$ cat config.mk
export PLATFORM = sky130hd
export DESIGN_NAME = flash_lock_ctrl
export DESIGN_NICKNAME = d
export VERILOG_FILES = /design/src/rtl/flc_pkg.sv /design/src/rtl/flc_cmd_fsm.sv /design/src/rtl/flc_busy_timer.sv /design/src/rtl/flc_store.sv /design/src/rtl/flash_lock_ctrl.sv
export SDC_FILE = /design/constraint.sdc
export NUM_CORES = 1
export LEC_CHECK = 0
export ABC_CLOCK_PERIOD_IN_PS = 2800
export BUFFER_PORTS_ARGS = -buffer_cell sky130_fd_sc_hd__buf_4
export CAP_MARGIN = 10
export CELL_PAD_IN_SITES_DETAIL_PLACEMENT = 1
export CELL_PAD_IN_SITES_GLOBAL_PLACEMENT = 1
export CORE_ASPECT_RATIO = 2
export CORE_MARGIN = 3
export CORE_UTILIZATION = 54
export DETAILED_ROUTE_END_ITERATION = 8
export PLACE_DENSITY_LB_ADDON = 0.1
export SYNTH_ARGS = -nofsm -noshare
export SYNTH_HDL_FRONTEND = slang
export SYNTH_SLANG_ARGS = --single-unit
$ cat constraint.sdc
create_clock -name clk_i -period 2.8 [get_ports clk_i]
set_input_delay 0.56 -clock clk_i [delete_from_list [all_inputs] [get_ports clk_i]]
set_output_delay 0.56 -clock clk_i [all_outputs]
set_load 0.01 [all_outputs]
$ cat src/rtl/flc_pkg.sv
package flc_pkg;
  localparam logic [7:0] CMD_PROG      = 8'h10;
  localparam logic [7:0] CMD_ERASE     = 8'h20;
  localparam logic [7:0] CMD_ERASE_ALL = 8'hA7;
  localparam logic [7:0] CMD_LOCK      = 8'h77;
  localparam logic [7:0] CMD_WP_SET    = 8'h57;
  localparam logic [7:0] CMD_WP_CLR    = 8'h47;
  localparam logic [7:0] CMD_CLR_STAT  = 8'h50;
  localparam logic [7:0] CMD_RD_STAT   = 8'h70;
  localparam logic [7:0] CMD_RD_ARRAY  = 8'hFF;

  typedef enum logic [1:0] {PEND_NONE, PEND_PROG, PEND_ERASE, PEND_LOCK} pend_e;

  typedef struct packed {
    logic prog;
    logic erase;
    logic erase_all;
    logic lock;
    logic wp_set;
    logic wp_clr;
    logic clr_stat;
    logic bad;
  } req_t;
endpackage

$ cat src/rtl/flc_cmd_fsm.sv
module flc_cmd_fsm
  import flc_pkg::*;
(
  input  logic       clk_i,
  input  logic       rst_ni,
  input  logic       wr_en_i,
  input  logic [7:0] wdata_i,
  input  logic       busy_i,
  output req_t       req_o,
  output logic       pend_o,
  output logic       rd_status_o
);
  pend_e pend_q;
  logic  rd_status_q;
  logic  take;

  assign take        = wr_en_i && !busy_i;
  assign pend_o      = (pend_q != PEND_NONE);
  assign rd_status_o = rd_status_q;

  always_comb begin
    req_o = '0;
    if (take) begin
      if (pend_q != PEND_NONE) begin
        unique case (pend_q)
          PEND_PROG:  req_o.prog  = 1'b1;
          PEND_ERASE: req_o.erase = 1'b1;
          PEND_LOCK:  req_o.lock  = 1'b1;
          default:    ;
        endcase
      end else begin
        case (wdata_i)
          CMD_ERASE_ALL: req_o.erase_all = 1'b1;
          CMD_WP_SET:    req_o.wp_set    = 1'b1;
          CMD_WP_CLR:    req_o.wp_clr    = 1'b1;
          CMD_CLR_STAT:  req_o.clr_stat  = 1'b1;
          CMD_PROG, CMD_ERASE, CMD_LOCK, CMD_RD_STAT, CMD_RD_ARRAY: ;
          default:       req_o.bad       = 1'b1;
        endcase
      end
    end
  end

  always_ff @(posedge clk_i or negedge rst_ni) begin
    if (!rst_ni) begin
      pend_q      <= PEND_NONE;
      rd_status_q <= 1'b0;
    end else if (wr_en_i) begin
      if (busy_i) begin
        if (wdata_i == CMD_RD_STAT) rd_status_q <= 1'b1;
      end else if (pend_q != PEND_NONE) begin
        pend_q      <= PEND_NONE;
        rd_status_q <= 1'b1;
      end else begin
        case (wdata_i)
          CMD_PROG:      pend_q <= PEND_PROG;
          CMD_ERASE:     pend_q <= PEND_ERASE;
          CMD_LOCK:      pend_q <= PEND_LOCK;
          CMD_RD_STAT:   rd_status_q <= 1'b1;
          CMD_RD_ARRAY:  rd_status_q <= 1'b0;
          CMD_ERASE_ALL: rd_status_q <= 1'b1;
          CMD_WP_SET, CMD_WP_CLR, CMD_CLR_STAT: ;
          default:       rd_status_q <= 1'b1;
        endcase
      end
    end
  end
endmodule

$ cat src/rtl/flc_busy_timer.sv
module flc_busy_timer #(
  parameter int BUSY_CYCLES = 4
) (
  input  logic clk_i,
  input  logic rst_ni,
  input  logic start_i,
  output logic busy_o
);
  localparam int CNT_W = $clog2(BUSY_CYCLES + 1);
  logic [CNT_W-1:0] cnt_q;

  always_ff @(posedge clk_i or negedge rst_ni) begin
    if (!rst_ni)             cnt_q <= '0;
    else if (start_i)        cnt_q <= CNT_W'(BUSY_CYCLES);
    else if (cnt_q != '0)    cnt_q <= cnt_q - 1'b1;
  end

  assign busy_o = (cnt_q != '0);
endmodule

$ cat src/rtl/flc_store.sv
module flc_store #(
  parameter int NUM_BLOCKS    = 4,
  parameter int WORDS_PER_BLK = 4,
  localparam int BLK_W  = $clog2(NUM_BLOCKS),
  localparam int WORD_W = $clog2(WORDS_PER_BLK),
  localparam int ADDR_W = BLK_W + WORD_W
) (
  input  logic                  clk_i,
  input  logic                  rst_ni,
  input  logic                  prog_i,
  input  logic                  erase_i,
  input  logic                  erase_all_i,
  input  logic                  lock_i,
  input  logic [ADDR_W-1:0]     addr_i,
  input  logic [7:0]            wdata_i,
  output logic [7:0]            rdata_o,
  output logic [NUM_BLOCKS-1:0] locks_o
);
  logic [NUM_BLOCKS-1:0][WORDS_PER_BLK-1:0][7:0] mem_q;
  logic [NUM_BLOCKS-1:0]                         lock_q;
  logic [BLK_W-1:0]                              blk;
  logic [WORD_W-1:0]                             wrd;

  assign blk = addr_i[ADDR_W-1:WORD_W];
  assign wrd = addr_i[WORD_W-1:0];

  always_ff @(posedge clk_i or negedge rst_ni) begin
    if (!rst_ni) begin
      mem_q  <= '1;
      lock_q <= '1;
    end else begin
      if (prog_i) mem_q[blk][wrd] <= mem_q[blk][wrd] & wdata_i;
      if (erase_i) begin
        mem_q[blk]  <= '1;
        lock_q[blk] <= 1'b0;
      end
      if (erase_all_i) begin
        for (int b = 0; b < NUM_BLOCKS; b++)
          if (!lock_q[b]) mem_q[b] <= '1;
      end
      if (lock_i) lock_q[blk] <= 1'b1;
    end
  end

  assign rdata_o = mem_q[blk][wrd];
  assign locks_o = lock_q;
endmodule

$ cat src/rtl/flash_lock_ctrl.sv
module flash_lock_ctrl
  import flc_pkg::*;
#(
  parameter int NUM_BLOCKS    = 4,
  parameter int WORDS_PER_BLK = 4,
  parameter int BUSY_CYCLES   = 4,
  localparam int BLK_W  = $clog2(NUM_BLOCKS),
  localparam int WORD_W = $clog2(WORDS_PER_BLK),
  localparam int ADDR_W = BLK_W + WORD_W
) (
  input  logic              clk_i,
  input  logic              rst_ni,
  input  logic              wr_en_i,
  input  logic [ADDR_W-1:0] addr_i,
  input  logic [7:0]        wdata_i,
  input  logic              vpp_low_i,
  output logic [7:0]        rdata_o,
  output logic              ready_o
);
  req_t                  req_w;
  logic                  pend_w, rd_status_w, busy_w;
  logic [NUM_BLOCKS-1:0] locks_w;
  logic [7:0]            arr_rdata_w;
  logic                  blk_locked_w, refuse_w, abort_w;
  logic                  prog_go_w, erase_go_w, erase_all_go_w;
  logic                  wp_q, err_erase_q, err_write_q, err_vpp_q;

  flc_cmd_fsm u_fsm (
    .clk_i(clk_i), .rst_ni(rst_ni), .wr_en_i(wr_en_i), .wdata_i(wdata_i),
    .busy_i(busy_w), .req_o(req_w), .pend_o(pend_w), .rd_status_o(rd_status_w)
  );

  flc_busy_timer #(.BUSY_CYCLES(BUSY_CYCLES)) u_timer (
    .clk_i(clk_i), .rst_ni(rst_ni),
    .start_i(prog_go_w | erase_go_w | erase_all_go_w), .busy_o(busy_w)
  );

  flc_store #(.NUM_BLOCKS(NUM_BLOCKS), .WORDS_PER_BLK(WORDS_PER_BLK)) u_store (
    .clk_i(clk_i), .rst_ni(rst_ni),
    .prog_i(prog_go_w), .erase_i(erase_go_w), .erase_all_i(erase_all_go_w),
    .lock_i(req_w.lock), .addr_i(addr_i), .wdata_i(wdata_i),
    .rdata_o(arr_rdata_w), .locks_o(locks_w)
  );

  assign blk_locked_w   = locks_w[addr_i[ADDR_W-1:WORD_W]];
  // Lock refusal has priority over a supply abort
  assign refuse_w       = (req_w.prog | req_w.erase) && wp_q && blk_locked_w;
  assign abort_w        = (req_w.prog | req_w.erase | req_w.erase_all) && vpp_low_i && !refuse_w;
  assign prog_go_w      = req_w.prog  && !refuse_w && !vpp_low_i;
  assign erase_go_w     = req_w.erase && !refuse_w && !vpp_low_i;
  assign erase_all_go_w = req_w.erase_all && !vpp_low_i;

  always_ff @(posedge clk_i or negedge rst_ni) begin
    if (!rst_ni) begin
      wp_q        <= 1'b1;
      err_erase_q <= 1'b0;
      err_write_q <= 1'b0;
      err_vpp_q   <= 1'b0;
    end else begin
      if (req_w.wp_set) wp_q <= 1'b1;
      if (req_w.wp_clr) wp_q <= 1'b0;
      if (req_w.clr_stat) begin
        err_erase_q <= 1'b0;
        err_write_q <= 1'b0;
        err_vpp_q   <= 1'b0;
      end else begin
        if (req_w.bad || refuse_w) begin
          err_erase_q <= 1'b1;
          err_write_q <= 1'b1;
        end
        if (abort_w) begin
          err_vpp_q <= 1'b1;
          if (req_w.prog) err_write_q <= 1'b1;
          else            err_erase_q <= 1'b1;
        end
      end
    end
  end

  assign ready_o = !busy_w;
  assign rdata_o = rd_status_w
                 ? {!busy_w, 1'b0, err_erase_q, err_write_q, err_vpp_q, 3'b000}
                 : arr_rdata_w;
endmodule

# --- Yosys cells after proc, flatten, opt, wreduce, memory -nomap -nowiden ---
# Cells that the tools add are included.
word_totals:
  ff_bits: 142
  in_bits: 16
  output_inout_bits: 9
op_classes:
  addsub: 1
  magnitude_cmp: 4
  n_eq_ne: 14
  muxes: 58
  bitwise: 10
  reduce_logical: 26
op_table:
  columns: ["op", "n"]
  rows:
  - ["128-bit 2-to-1 mux", 3]
  - ["32-bit 2-to-1 mux", 7]
  - ["128-bit bitwise mux", 1]
  - ["32-bit demux with 2-bit select", 2]
  - ["128-bit bitwise OR", 1]
  - ["32-bit binary-select mux with 2-bit select", 1]
  - ["8-bit by 7-bit equality test with 1-bit output (second input constant)", 5]
  - ["8-bit 2-to-1 mux", 4]
  - ["1-bit 2-to-1 mux", 27]
  - ["8-bit binary-select mux with 2-bit select", 1]
  - ["8-bit demux with 2-bit select", 1]
  - ["8-bit equality test (second input constant)", 2]
  - ["1-bit logical AND", 12]
  - ["4-bit 2-to-1 mux", 3]
  - ["9-bit OR reduction", 1]
  - ["8-bit AND", 1]
  - ["8-bit by 5-bit equality test with 1-bit output (second input constant)", 1]
  - ["8-bit by 6-bit equality test with 1-bit output (second input constant)", 1]
  - ["2-bit nonzero test", 4]
  - ["2-bit by 3-bit less-than comparator with 1-bit output (second input constant)", 2]
  - ["3-bit 2-to-1 mux", 2]
  - ["2-bit one-hot mux with 3 select lines", 1]
  - ["3-bit AND reduction", 2]
  - ["6-bit OR reduction", 1]
  - ["19 further kinds", 27]

# --- Depth between registers and ports, before layout ---
# Gate-level depths: netlist of the first run.
logic_depth:
  word_depth: 16
  mapped_depth: 10
  depth_no_buf: 7

# --- Cells and area by module ---
# From an unflattened synthesis of the first run, not the netlist that was laid out.
hier_totals:
  cells_unflattened: 697
  area_unflattened_um2: 7599.8
modules_own_cells:
  columns: ["mod", "instances", "cells_per_inst", "area_per_inst_um2", "seq_area_each_um2"]
  rows:
  - ["flc_store", 1, 595, 6708.9, 3468.3]
  - ["flc_cmd_fsm", 1, 55, 397.9, 75.1]
  - ["flash_lock_ctrl", 1, 31, 315.3, 101.3]
  - ["flc_busy_timer", 1, 16, 177.7, 75.1]

# --- Worst setup path before layout of the first run ---
# No wires, ideal clock.
synth_path:
  path_kind: "input to output"
  start: "input addr_i[2]"
  end: "output rdata_o[3]"
  arrival_ps: 1747
  required_time_ps: 2240
  path_slack_ps: 493
  cell_stages: 6
  path_buffers: 2
  cell_sequence: "buf_6 buf_6 mux4_2 mux2i_1 and2_1 o31ai_1"
synth_via:
  elab_chain_len: 5
synth_lines:
  columns: ["element", "line_no", "rtl"]
  rows:
  - ["start: declaration", "flash_lock_ctrl.sv:14", "input logic [ADDR_W-1:0] addr_i,"]
  - ["32-bit binary-select mux with 2-bit select", "flc_store.sv:45", "assign rdata_o = mem_q[blk][wrd];"]
  - ["32-bit 2-to-1 mux (implied by the code)", "flc_store.sv:45", null]
  - ["8-bit binary-select mux with 2-bit select", "flc_store.sv:45", null]
  - ["8-bit 2-to-1 mux (implied by the code)", "flc_store.sv:45", null]
  - ["8-bit 2-to-1 mux", "flash_lock_ctrl.sv:82", "? {!busy_w, 1'b0, err_erase_q, err_write_q, err_vpp_q, 3'b000}"]
  - ["end: declaration", "flash_lock_ctrl.sv:17", "output logic [7:0] rdata_o,"]
# Every way passes these cells. The select of a mux whose other input is x is not followed.

# --- Worst setup path in the final report of the first run ---
layout_path:
  start: "input addr_i[3]"
  end: "output rdata_o[1]"
# Same word-level chain as after synthesis.

==> results of run 1 <==
## worst max path at each step
stage | to | slack, ns | cells past startpoint
2_1_floorplan | rdata_o[3] | 0.49 | 6
3_3_place_gp | rdata_o[1] | 0.03 | 6
3_5_place_dp | u_store.mem_q[116] | -0.03 | 8
4_1_cts | rdata_o[7] | 0.1 | 6
5_1_grt | rdata_o[5] | 0.02 | 7
6_report | rdata_o[1] | 0.08 | 6
## power groups by stage
stage / combinational [mW] / clock (mW) / sequential, mW
6_report: 0.748 / 2.24 / 2.38
3_3_place_gp: 0.698 / 0 / 2.39
2_1_floorplan: 0.481 / 0 / 2.36
5_1_grt: 0.817 / 2.35 / 2.40
4_1_cts: 0.749 / 2.27 / 2.38
3_5_place_dp: 0.744 / 0 / 2.40
## critical path, cell delays in order
cell                      delay [ns]
sky130_fd_sc_hd__buf_4          0.39
sky130_fd_sc_hd__buf_12         0.24
sky130_fd_sc_hd__mux4_2         0.36
sky130_fd_sc_hd__mux2i_1        0.27
sky130_fd_sc_hd__o22ai_1        0.16
sky130_fd_sc_hd__buf_4          0.17
## cell usage after synthesis, drive strengths merged, types with 4 or more instances
master  number  area (sq um)
nor2        18          70.1
buf         34           249
nand2      111           427
dfstp      133          3490
mux4        24           541
o22ai        5          31.3
a221o       27           270
nor2b        7          43.8
nand3       64           320
nand4       11          68.8
nor3         4          30.0
inv          6          22.5
o21ai       81           409
clkbuf      24          91.3
o211ai      12          90.1
dfrtp        9           225
a21oi       17          85.1
a22oi       30           225
nand2b       4          32.5
and3        33           302
mux2i       28           280
## cell type report
cell class | instances | area, sq um
timing repair buffer | 56 | 519
inverter | 6 | 22.5
fill | 1495 | 5180
multi-input combinational | 529 | 3710
tap | 189 | 236
clock inverter | 11 | 108
sequential | 142 | 3720
clock buffer | 21 | 470
## cells by family (layout without fill, tap and decap cells)
| kind of cell | Yosys count | after routing | share of synthesized area, % |
|---|---|---|---|
| multiplexers | 54 | 54 | 10.9 |
| flip-flops | 142 | 142 | 47.9 |
| buffers and inverters | 64 | 94 | 4.67 |
| XOR/XNOR | 1 | 1 | 0.113 |
| adder cells (fa/ha/maj) | 2 | 2 | 0.322 |
| AO/OA/AOI/OAI | 198 | 198 | 17.2 |
| AND/OR/NAND/NOR | 274 | 274 | 19.0 |
## per-layer routing
layer  vias to the layer above  GRT usage, %  share of wire (%)
li1                       2798             -                  -
met1                      3456          39.3                 35
met2                       328          62.7                 52
met3                       130          5.10                5.8
met4                         0          23.9                7.2
met5                         -             0                  0
## sequential cells by signal, indices dropped and copies added (netlist names)
| signal | count |
|---|---|
| u_timer.cnt_q | 3 |
| u_store.mem_q | 128 |
| err_erase_q | 1 |
| err_write_q | 1 |
| wp_q | 1 |
| u_store.locks_o | 4 |
| err_vpp_q | 1 |
| u_fsm.rd_status_o | 1 |
| u_fsm.pend_q | 2 |
## cells in the final DEF (no fill, tap or decap), types with 3 or more instances in the layout
master and count:
sky130_fd_sc_hd__mux2i_1 28, sky130_fd_sc_hd__nor2_1 17, sky130_fd_sc_hd__o211ai_1 12, sky130_fd_sc_hd__nand2_2 4
sky130_fd_sc_hd__o21ai_0 16, sky130_fd_sc_hd__o22ai_1 5, sky130_fd_sc_hd__dfstp_2 133, sky130_fd_sc_hd__and3_4 19
sky130_fd_sc_hd__clkbuf_8 3, sky130_fd_sc_hd__o31ai_1 3, sky130_fd_sc_hd__nand2_1 107, sky130_fd_sc_hd__a21oi_1 16
sky130_fd_sc_hd__or3_1 3, sky130_fd_sc_hd__nand4_1 11, sky130_fd_sc_hd__nor4_1 3, sky130_fd_sc_hd__o21a_1 3
sky130_fd_sc_hd__nand3_1 64, sky130_fd_sc_hd__nor2b_1 7, sky130_fd_sc_hd__clkbuf_16 17, sky130_fd_sc_hd__and3_1 14
sky130_fd_sc_hd__nand2b_1 3, sky130_fd_sc_hd__clkinv_4 4, sky130_fd_sc_hd__and2b_1 3, sky130_fd_sc_hd__o21ai_1 63
sky130_fd_sc_hd__mux4_2 24, sky130_fd_sc_hd__a221o_1 27, sky130_fd_sc_hd__dfrtp_1 9, sky130_fd_sc_hd__a22o_1 3
sky130_fd_sc_hd__inv_1 6, sky130_fd_sc_hd__buf_12 7, sky130_fd_sc_hd__buf_4 47, sky130_fd_sc_hd__a22oi_1 30
## per-stage QoR
stage | hold slack (ns) | power, mW | worst slack, ns | instances | util (%)
after floorplan | 0.264 | 2.84 | 0.493 | 735 | -
after global placement | 0.481 | 3.09 | 0.0334 | 922 | 58.7
after detailed placement | 0.497 | 3.15 | -0.0350 | 922 | 58.7
after CTS | 0.168 | 5.39 | 0.0985 | 954 | 62.9
after global routing | 0.186 | 5.57 | 0.0188 | 954 | 62.9
final | 0.149 | 5.37 | 0.0830 | 954 | 62.9
## what timing repair did
action / 4_1_cts / 5_1_grt
pin swaps: 0 / 0
setup endpoints to repair: 3 / 1
gates resized for setup: 1 / 1
==> results by group, run 1 <==
Outcome
  – Status: completed

Yosys
  – Share of the yosys chip area belonging to registers: 47.9%
  – Share of synthesized registers carrying an async set or reset: 100%
  – Count of yosys warnings during synthesis: 0
  – Mean Syn Cell Area: 10.6 sq um
  – Post-Synthesis Cell Area: 7770 sq um
  – Count of different cell masters after synthesis: 66
  – Dominant register cell in the synthesized netlist: sky130_fd_sc_hd__dfstp_2
  – Number of enable flip-flop cells after synthesis: 0
  – Number of instances in the synthesized netlist: 735
  – Mapped Nets: 753
  – FF+latch count, synth: 142

Floorplan
  – Rows: 61
  – Overall die area: 16000 sq um
  – Number of top-level pins: 25
  – Horizontal extent of the die: 90.8 um
  – Initial Util: 55.6%
  – Height of the die: 176 um
  – Core Footprint: 14000 sq um

Placement
  – Total placed instance area: 8200 sq um
  – Port buffer count: 24
  – Placer congestion estimate: 0.948
  – HPWL after detailed placement: 17900 um

Power
  – Cell-internal power: 3.90 mW
  – Portion of total power attributed to the clock network: 41.7%
  – Share of power burned in registers: 44.4%
  – Worst supply voltage drop on vdd: 454 uV
  – Cell leakage power: 3.62 nW
  – Share of total power in combinational logic: 13.9%
  – Cell Pwr Density: 611 nW/um^2
  – Switching power summed over all nets: 1.47 mW
  – Sw Ratio: 27.4%

GRT
  – Number of global-route vias before repair: 7484
  – Gr ovfl total: 0
  – Wire length of the first global-routing pass: 42800 um
  – Pin count of the biggest net entering global routing: 71
  – Combined global-route utilization of all metal layers: 35.5%
  – Number of antenna violations at the first check in global routing: 0

Drt
  – Count of nets left with antenna violations after detail routing: 0
  – Routed WL per cell: 28.6 um
  – Detailed-router iteration count before antenna repair: 5
  – Number of DRC markers after the initial detailed-route iteration: 590
  – DRC viols: 0
  – Final WL: 27300 um
  – Vias per cell: 7.04
  – Vias post-DR: 6712

STA
  – Tightest Pin Transition: 0.702 ns
  – Final hold violations: 0
  – Worst setup skew after layout: 0.00974 ns
  – Final Critical Period: 2.72 ns
  – Setup-violating endpoint count in the final report: 0
  – Setup TNS: 0 ns
  – F_max: 368 MHz
  – Share of the clock period used by the worst path after layout: 97.0%
  – Count of pins over their slew limit: 0
  – RSZ-0062 raised after global routing: false
  – Slew margin rel.: 53.2%

Clocking
  – Max Root-Sink Buffers: 2
  – Master cell of the clock root buffer: sky130_fd_sc_hd__clkbuf_16
  – Hold Buf Count CTS: 0
  – Clock tree from TritonCTS: yes
  – Inserted Clock Buffers: 17
  – Clock sink total: 142
  – Clk pin slew, worst setup/hold paths: 0.06 ns
  – CTS H-Tree Depth: 4
  – Later-pin clock latency in the skew report: 0.42 ns
  – # Post-CTS Setup Buffers: 0

Cells and area
  – Fraction of layout instances using a drive strength above 1: 37.1%
  – Number of nets in the finished design: 770
  – Number of diodes added for antenna fixing: 0
  – Layout area overhead: 13.0%
  – Design area: 8780 sq um

Critical path
  – Worst Reg-to-Reg Cells: 7
  – Critical Path Fanout Max: 24
  – Startpoint-to-endpoint class of the critical path: input port to primary output
  – Data required time at the worst endpoint: 2.24 ns
  – Kind of start point of the critical path: input port
  – Arrival time at the worst endpoint: 2.16 ns
  – Startpoint of the worst register-to-register path: u_timer.cnt_q[0]
  – FF-to-FF setup slack: 0.33 ns
  – Critical path launch point: addr_i[3]
  – Crit path capture type: primary output
  – R2R Path End: u_store.mem_q[5]

Min path
  – Kind of path behind the tightest hold check: input port to async pin

Run
  – Max-capacitance violation count: 0
Note: power is estimated with default switching activity, not from simulation.
==> run 2: changes to the inputs <==
Settings changed: ABC_AREA from default to 1, CORE_UTILIZATION 54 to 51, SKIP_CTS_REPAIR_TIMING from default to 1.
==> run 2 against run 1 <==
Compared with the run above: sequential share of layout area is 1.3 points lower; worst hold slack worse by 0.039 ns; synthesized cell count grew 39%; core utilization down 3.7 points; via count increased by 14%; maximum frequency up 2.0%.
==> results by group, run 2 <==
GRT
  – Wire length of the first global-routing pass: 46200 um (was 42800 um)
  – Pin count of the biggest net entering global routing: 55 (was 71)
  – Number of global-route vias before repair: 8424 (was 7484)
  – Gr ovfl total: 0 (unchanged)
  – Combined global-route utilization of all metal layers: 35.8% (was 35.5%)
  – Number of antenna violations at the first check in global routing: 0 (unchanged)

Yosys
  – Cell type contributing the most total cell area after synthesis: sky130_fd_sc_hd__dfstp_2 (unchanged)
  – List of most frequent post-synthesis cells: 352 x sky130_fd_sc_hd__nand2_1, 142 x sky130_fd_sc_hd__nand3_1, 136 x sky130_fd_sc_hd__a21oi_1 (was 133 x sky130_fd_sc_hd__dfstp_2, 107 x sky130_fd_sc_hd__nand2_1, 64 x sky130_fd_sc_hd__nand3_1, 64 x sky130_fd_sc_hd__o21ai_1, 30 x sky130_fd_sc_hd__a22oi_1)
  – Top post-synthesis cells by area: sky130_fd_sc_hd__dfstp_2 44%, sky130_fd_sc_hd__nand2_1 17%, sky130_fd_sc_hd__nand3_1 8.9% (was sky130_fd_sc_hd__dfstp_2 45%, sky130_fd_sc_hd__mux4_2 7.0%, sky130_fd_sc_hd__nand2_1 5.2%)
  – Mapped Nets: 1037 (was 753)
  – Cell with the most instances after synthesis: sky130_fd_sc_hd__nand2_1 (was sky130_fd_sc_hd__dfstp_2)
  – Number of enable flip-flop cells after synthesis: 0 (unchanged)
  – Area fraction of the dominant cell type after synthesis: 43.9% (was 45.0%)
  – Post-Synthesis Cell Area: 7960 sq um (was 7770 sq um)
  – Share of the yosys chip area belonging to registers: 46.7% (was 47.9%)
  – Number of instances in the synthesized netlist: 1019 (was 735)
  – Mean Syn Cell Area: 7.82 sq um (was 10.6 sq um)
  – Dominant register cell in the synthesized netlist: sky130_fd_sc_hd__dfstp_2 (unchanged)
  – FF+latch count, synth: 142 (unchanged)
  – Count of different cell masters after synthesis: 31 (was 66)
  – Share of synthesized registers carrying an async set or reset: 100% (unchanged)
  – Count of yosys warnings during synthesis: 0 (unchanged)

Critical path
  – Critical-path top delay cell: sky130_fd_sc_hd__inv_2 (was sky130_fd_sc_hd__buf_4)
  – Kind of cell with the highest combined delay on the critical path: buffers and inverters (unchanged)
  – Worst path cell trace: buf_4, nand2_1, inv_2, buf_6, nand2_1, nand4_1, nand2_1, nand2_1, inv_1, nand2_2, nand2_1, o21ai_0, buf_4 (was buf_4, buf_12, mux4_2, mux2i_1, o22ai_1, buf_4)
  – Critical Path Fanout Max: 13 (was 24)
  – Max incr delay on CP: 0.22 ns (was 0.39 ns)
  – Startpoint-to-endpoint class of the critical path: input port to primary output (unchanged)
  – Data required time at the worst endpoint: 2.24 ns (about the same)
  – Most frequent cell on the critical path: sky130_fd_sc_hd__nand2_1 (was sky130_fd_sc_hd__buf_4)
  – CP bufs+invs: 5 (was 3)
  – Kind of start point of the critical path: input port (unchanged)
  – Crit path capture type: primary output (unchanged)
  – Arrival time at the worst endpoint: 2.10 ns (was 2.16 ns)

Power
  – Portion of total power attributed to the clock network: 44.2% (was 41.7%)
  – Cell leakage power: 4.28 nW (was 3.62 nW)
  – Cell Pwr Density: 591 nW/um^2 (was 611 nW/um^2)
  – Worst supply voltage drop on vdd: 503 uV (was 454 uV)
  – Switching power summed over all nets: 1.54 mW (was 1.47 mW)
  – Sw Ratio: 28.7% (was 27.4%)
  – Share of power burned in registers: 42.1% (was 44.4%)
  – Cell-internal power: 3.82 mW (was 3.90 mW)
  – Share of total power in combinational logic: 13.7% (was 13.9%)
  – Final Power: 5.36 mW (was 5.37 mW)

Drt
  – DRC viols: 0 (unchanged)
  – Sum of routed wire segments on met1: 10100 um (was 9540 um)
  – Routed WL per cell: 23.4 um (was 28.6 um)
  – Final WL: 29300 um (was 27300 um)
  – Number of DRC markers after the initial detailed-route iteration: 440 (was 590)
  – Met3 wire length: 1300 um (was 1580 um)
  – Detailed-router iteration count before antenna repair: 7 (was 5)
  – Amount of wire on met2 after detailed routing: 16100 um (was 14200 um)
  – Top metal layer carrying routed signals: met4 (unchanged)
  – Count of nets left with antenna violations after detail routing: 0 (unchanged)
  – Vias per cell: 6.11 (was 7.04)
  – Vias post-DR: 7638 (was 6712)

STA
  – Final worst-path setup slack: 0.137 ns (was 0.0830 ns)
  – Setup-violating endpoint count in the final report: 0 (unchanged)
  – Count of pins over their slew limit: 0 (unchanged)
  – Worst setup skew after layout: 0.00946 ns (was 0.00974 ns)
  – Setup TNS: 0 ns (unchanged)
  – Final Critical Period: 2.66 ns (was 2.72 ns)
  – Slew margin rel.: 58.0% (was 53.2%)
  – Share of the clock period used by the worst path after layout: 95.1% (was 97.0%)
  – Final hold violations: 0 (unchanged)
  – F_max: 376 MHz (was 368 MHz)
  – RSZ-0062 raised after global routing: false (unchanged)
  – Post-route worst hold slack: 0.110 ns (was 0.149 ns)
  – Tightest Pin Transition: 0.623 ns (was 0.702 ns)

Clocking
  – Master cell of the clock root buffer: sky130_fd_sc_hd__clkbuf_16 (unchanged)
  – Clock tree from TritonCTS: yes (unchanged)
  – CTS H-Tree Depth: 4 (unchanged)
  – Inserted Clock Buffers: 17 (unchanged)
  – Max Root-Sink Buffers: 2 (unchanged)
  – Later-pin clock latency in the skew report: 0.44 ns (was 0.42 ns)
  – Clock sink total: 142 (unchanged)
  – Clk pin slew, worst setup/hold paths: 0.07 ns (was 0.06 ns)

Cells and area
  – Number of nets in the finished design: 1058 (was 770)
  – Fraction of layout instances using a drive strength above 1: 26.6% (was 37.1%)
  – Number of diodes added for antenna fixing: 0 (unchanged)
  – Number of cells in the finished layout apart from fillers: 1251 (was 954)
  – Layout area overhead: 13.7% (was 13.0%)
  – Design area: 9060 sq um (was 8780 sq um)
  – Register with the most flip-flops: u_store.mem_q (unchanged)
  – Highest-count cells in the layout ignoring fill and taps: 352 x sky130_fd_sc_hd__nand2_1, 142 x sky130_fd_sc_hd__nand3_1, 136 x sky130_fd_sc_hd__a21oi_1 (was 133 x sky130_fd_sc_hd__dfstp_2, 107 x sky130_fd_sc_hd__nand2_1, 64 x sky130_fd_sc_hd__nand3_1)
  – Final design utilization: 59.2% (was 62.9%)
  – Number of flip-flops in the largest register: 128 (unchanged)
  – Most frequent standard cell in the layout excluding fill and tap cells: sky130_fd_sc_hd__nand2_1 (was sky130_fd_sc_hd__dfstp_2)

Placement
  – Port buffer count: 24 (unchanged)
  – Pre-CTS WS: 0.133 ns (was -0.0350 ns)
  – Placer congestion estimate: 0.872 (was 0.948)
  – Total placed instance area: 8460 sq um (was 8200 sq um)
  – Number of placed instances, taps included: 1220 (was 922)
  – HPWL after detailed placement: 19500 um (was 17900 um)

Floorplan
  – Horizontal extent of the die: 94.4 um (was 90.8 um)
  – Rows: 64 (was 61)
  – Height of the die: 183 um (was 176 um)
  – Overall die area: 17200 sq um (was 16000 sq um)
  – Initial Util: 52.1% (was 55.6%)
  – Core Footprint: 15300 sq um (was 14000 sq um)
  – Number of top-level pins: 25 (unchanged)

Run
  – Max-capacitance violation count: 0 (unchanged)

Min path
  – Kind of path behind the tightest hold check: input port to async pin (unchanged)

Outcome
  – Status: completed (unchanged)
## run 2: layout make-up
| cell class | count | area (sq um) |
|---|---|---|
| repair buffers | 59 | 588 |
| fillers | 1918 | 6240 |
| inverters | 65 | 244 |
| flip-flops and latches | 142 | 3720 |
| clock inverters | 13 | 166 |
| multi-input cells | 755 | 3660 |
| well taps | 198 | 248 |
| clock buffers | 19 | 433 |
## run 2: layer usage
metal,vias to the layer above,GRT usage (%)
li1,3431,-
met1,3845,37.7
met2,260,65.4
met3,102,5.86
met4,0,20.8
met5,-,0
## run 2: cell families after synthesis
logic type / count (synthesis) / share of synthesized area [%]
compound gates: 158 / 10.3
fa+ha+maj: 2 / 0.314
buf+inv: 122 / 7.56
simple gates: 595 / 35.1
flops: 142 / 46.7
## run 2: path summary, 6_finish.rpt
path | from | endpoint | slack [ns] | cells after the start
min reg2reg | u_store.locks_o[1] | u_store.locks_o[1] | 0.51 | 2
max in group asynchronous | rst_ni | u_store.mem_q[125] | 1.96 | 2
max | addr_i[3] | rdata_o[5] | 0.14 | 13
min | rst_ni | u_fsm.rd_status_o | 0.11 | 1
min in group clk_i | addr_i[3] | u_store.locks_o[1] | 0.36 | 2
max reg2reg | u_timer.cnt_q[0] | u_store.mem_q[56] | 0.42 | 11
## run 2: power by group through the flow
stage | combinational, mW | clock, mW | sequential [mW]
after CTS | 0.739 | 2.37 | 2.25
after detailed placement | 0.735 | 0 | 2.28
final | 0.734 | 2.37 | 2.26
after global placement | 0.718 | 0 | 2.28
after global routing | 0.804 | 2.46 | 2.27
after floorplan | 0.428 | 0 | 2.26
## run 2: worst reg2reg max path, stage by stage (launching register included)
cell	delay, ns
sky130_fd_sc_hd__dfrtp_1	0.36
sky130_fd_sc_hd__inv_1	0.10
sky130_fd_sc_hd__ha_1	0.20
sky130_fd_sc_hd__nand2_2	0.12
sky130_fd_sc_hd__nor2_4	0.17
sky130_fd_sc_hd__nand2_2	0.13
sky130_fd_sc_hd__nor2_8	0.36
sky130_fd_sc_hd__buf_4	0.23
sky130_fd_sc_hd__nand4_4	0.19
sky130_fd_sc_hd__inv_2	0.23
sky130_fd_sc_hd__nand3_1	0.12
sky130_fd_sc_hd__nand2_1	0.12
==> run 3: changes to the inputs <==
Settings changed: BUFFER_PORTS_ARGS -buffer_cell sky130_fd_sc_hd__buf_4 to -buffer_cell sky130_fd_sc_hd__buf_2.
==> run 3 against run 2 <==
Compared with the run above: routed wire length down 1.8%; sequential power about the same; maximum frequency down 0.20%; critical path type unchanged; register-to-register slack worse by 0.05 ns.
==> results by group, run 3 (synthesized netlist as in run 2, its figures left out) <==
Outcome
  – Status: completed (unchanged)

Power
  – Cell Pwr Density: 589 nW/um^2 (was 591 nW/um^2)
  – Cell leakage power: 4.28 nW (about the same)
  – Worst supply voltage drop on vdd: 410 uV (was 503 uV)

Drt
  – Count of nets left with antenna violations after detail routing: 0 (unchanged)
  – Detailed-router iteration count before antenna repair: 4 (was 7)
  – Number of DRC markers after the initial detailed-route iteration: 486 (was 440)
  – DRC viols: 0 (unchanged)
  – Final WL: 28800 um (was 29300 um)
  – Vias per cell: 6.14 (was 6.11)
  – Vias post-DR: 7663 (was 7638)
  – Routed WL per cell: 23.1 um (was 23.4 um)

Cells and area
  – Storage cell area: 3720 sq um (unchanged)
  – Number of diodes added for antenna fixing: 0 (unchanged)
  – Final-layout fill cell count: 1923 (was 1918)
  – Layout area overhead: 13.1% (was 13.7%)
  – Number of flip-flops in the largest register: 128 (unchanged)
  – Number of nets in the finished design: 1056 (was 1058)
  – Highest-count cells in the layout ignoring fill and taps: 352 x sky130_fd_sc_hd__nand2_1, 142 x sky130_fd_sc_hd__nand3_1, 136 x sky130_fd_sc_hd__a21oi_1 (unchanged)
  – Register with the most flip-flops: u_store.mem_q (unchanged)
  – Area of the multi-input gates: 3660 sq um (unchanged)
  – Most frequent standard cell in the layout excluding fill and tap cells: sky130_fd_sc_hd__nand2_1 (unchanged)
  – Design area: 9000 sq um (was 9060 sq um)
  – Fraction of layout instances using a drive strength above 1: 26.5% (was 26.6%)

GRT
  – Wire length of the first global-routing pass: 46100 um (was 46200 um)
  – Number of antenna violations at the first check in global routing: 0 (unchanged)
  – Pin count of the biggest net entering global routing: 65 (was 55)
  – Number of global-route vias before repair: 8544 (was 8424)
  – Gr ovfl total: 0 (unchanged)
  – Combined global-route utilization of all metal layers: 35.7% (was 35.8%)

Clocking
  – Clk pin slew, worst setup/hold paths: 0.06 ns (was 0.07 ns)
  – CTS H-Tree Depth: 4 (unchanged)
  – Master cell of the clock root buffer: sky130_fd_sc_hd__clkbuf_16 (unchanged)
  – Inserted Clock Buffers: 17 (unchanged)
  – Clock tree from TritonCTS: yes (unchanged)
  – Later-pin clock latency in the skew report: 0.43 ns (was 0.44 ns)
  – Max Root-Sink Buffers: 2 (unchanged)
  – Clock sink total: 142 (unchanged)

STA
  – Slew margin rel.: 51.0% (was 58.0%)
  – RSZ-0062 raised after global routing: false (unchanged)
  – Tightest Pin Transition: 0.727 ns (was 0.623 ns)
  – Worst setup skew after layout: 0.0109 ns (was 0.00946 ns)
  – Share of the clock period used by the worst path after layout: 95.3% (was 95.1%)
  – Final hold violations: 0 (unchanged)
  – Count of pins over their slew limit: 0 (unchanged)
  – Final Critical Period: 2.67 ns (was 2.66 ns)
  – F_max: 375 MHz (was 376 MHz)
  – Setup TNS: 0 ns (unchanged)
  – Setup-violating endpoint count in the final report: 0 (unchanged)

Floorplan
  – Overall die area: 17200 sq um (unchanged)
  – Initial Util: 52.1% (unchanged)
  – Height of the die: 183 um (unchanged)
  – Number of top-level pins: 25 (unchanged)
  – Rows: 64 (unchanged)
  – Core Footprint: 15300 sq um (unchanged)
  – Horizontal extent of the die: 94.4 um (unchanged)

Run
  – Max-capacitance violation count: 0 (unchanged)

Critical path
  – Startpoint of the worst register-to-register path: u_timer.cnt_q[0] (unchanged)
  – Crit path capture type: primary output (unchanged)
  – Kind of start point of the critical path: input port (unchanged)
  – Critical Path Fanout Max: 37 (was 13)
  – Data required time at the worst endpoint: 2.24 ns (about the same)
  – FF-to-FF setup slack: 0.37 ns (was 0.42 ns)
  – Arrival time at the worst endpoint: 2.11 ns (was 2.10 ns)
  – Worst Reg-to-Reg Cells: 11 (unchanged)
  – Startpoint-to-endpoint class of the critical path: input port to primary output (unchanged)
  – R2R Path End: u_store.mem_q[11] (was u_store.mem_q[56])

Placement
  – Total placed instance area: 8410 sq um (was 8460 sq um)
  – Placer congestion estimate: 0.873 (was 0.872)
  – HPWL after detailed placement: 19100 um (was 19500 um)
  – Port buffer count: 24 (unchanged)

Min path
  – Kind of path behind the tightest hold check: input port to async pin (unchanged)
[run 3: worst max-delay path by stage]
| stage | from | slack, ns | to |
|---|---|---|---|
| 6_report | addr_i[3] | 0.13 | rdata_o[6] |
| 5_1_grt | addr_i[3] | 0.03 | rdata_o[5] |
| 4_1_cts | addr_i[3] | 0.15 | rdata_o[6] |
| 3_5_place_dp | addr_i[3] | 0.19 | u_store.mem_q[8] |
| 3_3_place_gp | addr_i[3] | 0.26 | rdata_o[4] |
| 2_1_floorplan | addr_i[2] | 0.62 | rdata_o[5] |
[run 3: through the flow]
stage | instances | total power [mW] | worst slack, ns | utilization [%] | hold slack, ns
final | 1248 | 5.30 | 0.132 | 58.9 | 0.146
after global placement | 1217 | 2.95 | 0.259 | 55.0 | 0.500
after detailed placement | 1217 | 2.97 | 0.188 | 55.0 | 0.500
after floorplan | 1019 | 2.69 | 0.616 | - | 0.264
after CTS | 1248 | 5.32 | 0.148 | 58.9 | 0.152
after global routing | 1248 | 5.48 | 0.0310 | 58.9 | 0.179
[run 3: cell type report]
| cell class | instances | share of cell area [%] |
|---|---|---|
| sequential | 142 | 41.3 |
| multi-input combinational | 755 | 40.6 |
| timing repair buffer | 57 | 5.96 |
| clock buffer | 20 | 5.07 |
| tap | 198 | 2.75 |
| inverter | 65 | 2.71 |
| clock inverter | 11 | 1.58 |
[run 3: per-layer routing]
metal	part of all wire (%)	global-route usage, %	vias up
li1	-	-	3417
met1	34	36.0	3865
met2	55	65.3	254
met3	4.1	5.82	127
met4	6.6	23.7	0
met5	0	0	-
[run 3: worst max-delay path, stage by stage]
cell and delay [ns]:
sky130_fd_sc_hd__buf_2 0.18, sky130_fd_sc_hd__nand2_1 0.14, sky130_fd_sc_hd__inv_2 0.10, sky130_fd_sc_hd__buf_12 0.23, sky130_fd_sc_hd__nand2_1 0.09, sky130_fd_sc_hd__nand4_1 0.21
sky130_fd_sc_hd__nand2_1 0.09, sky130_fd_sc_hd__nand2_1 0.09, sky130_fd_sc_hd__inv_1 0.06, sky130_fd_sc_hd__a21oi_1 0.17, sky130_fd_sc_hd__buf_2 0.16
[run 3: where the power goes]
group          total [mW]  switching [mW]  internal [mW]
clock                2.35           0.913           1.44
sequential           2.26          0.0707           2.19
combinational       0.696           0.496          0.201
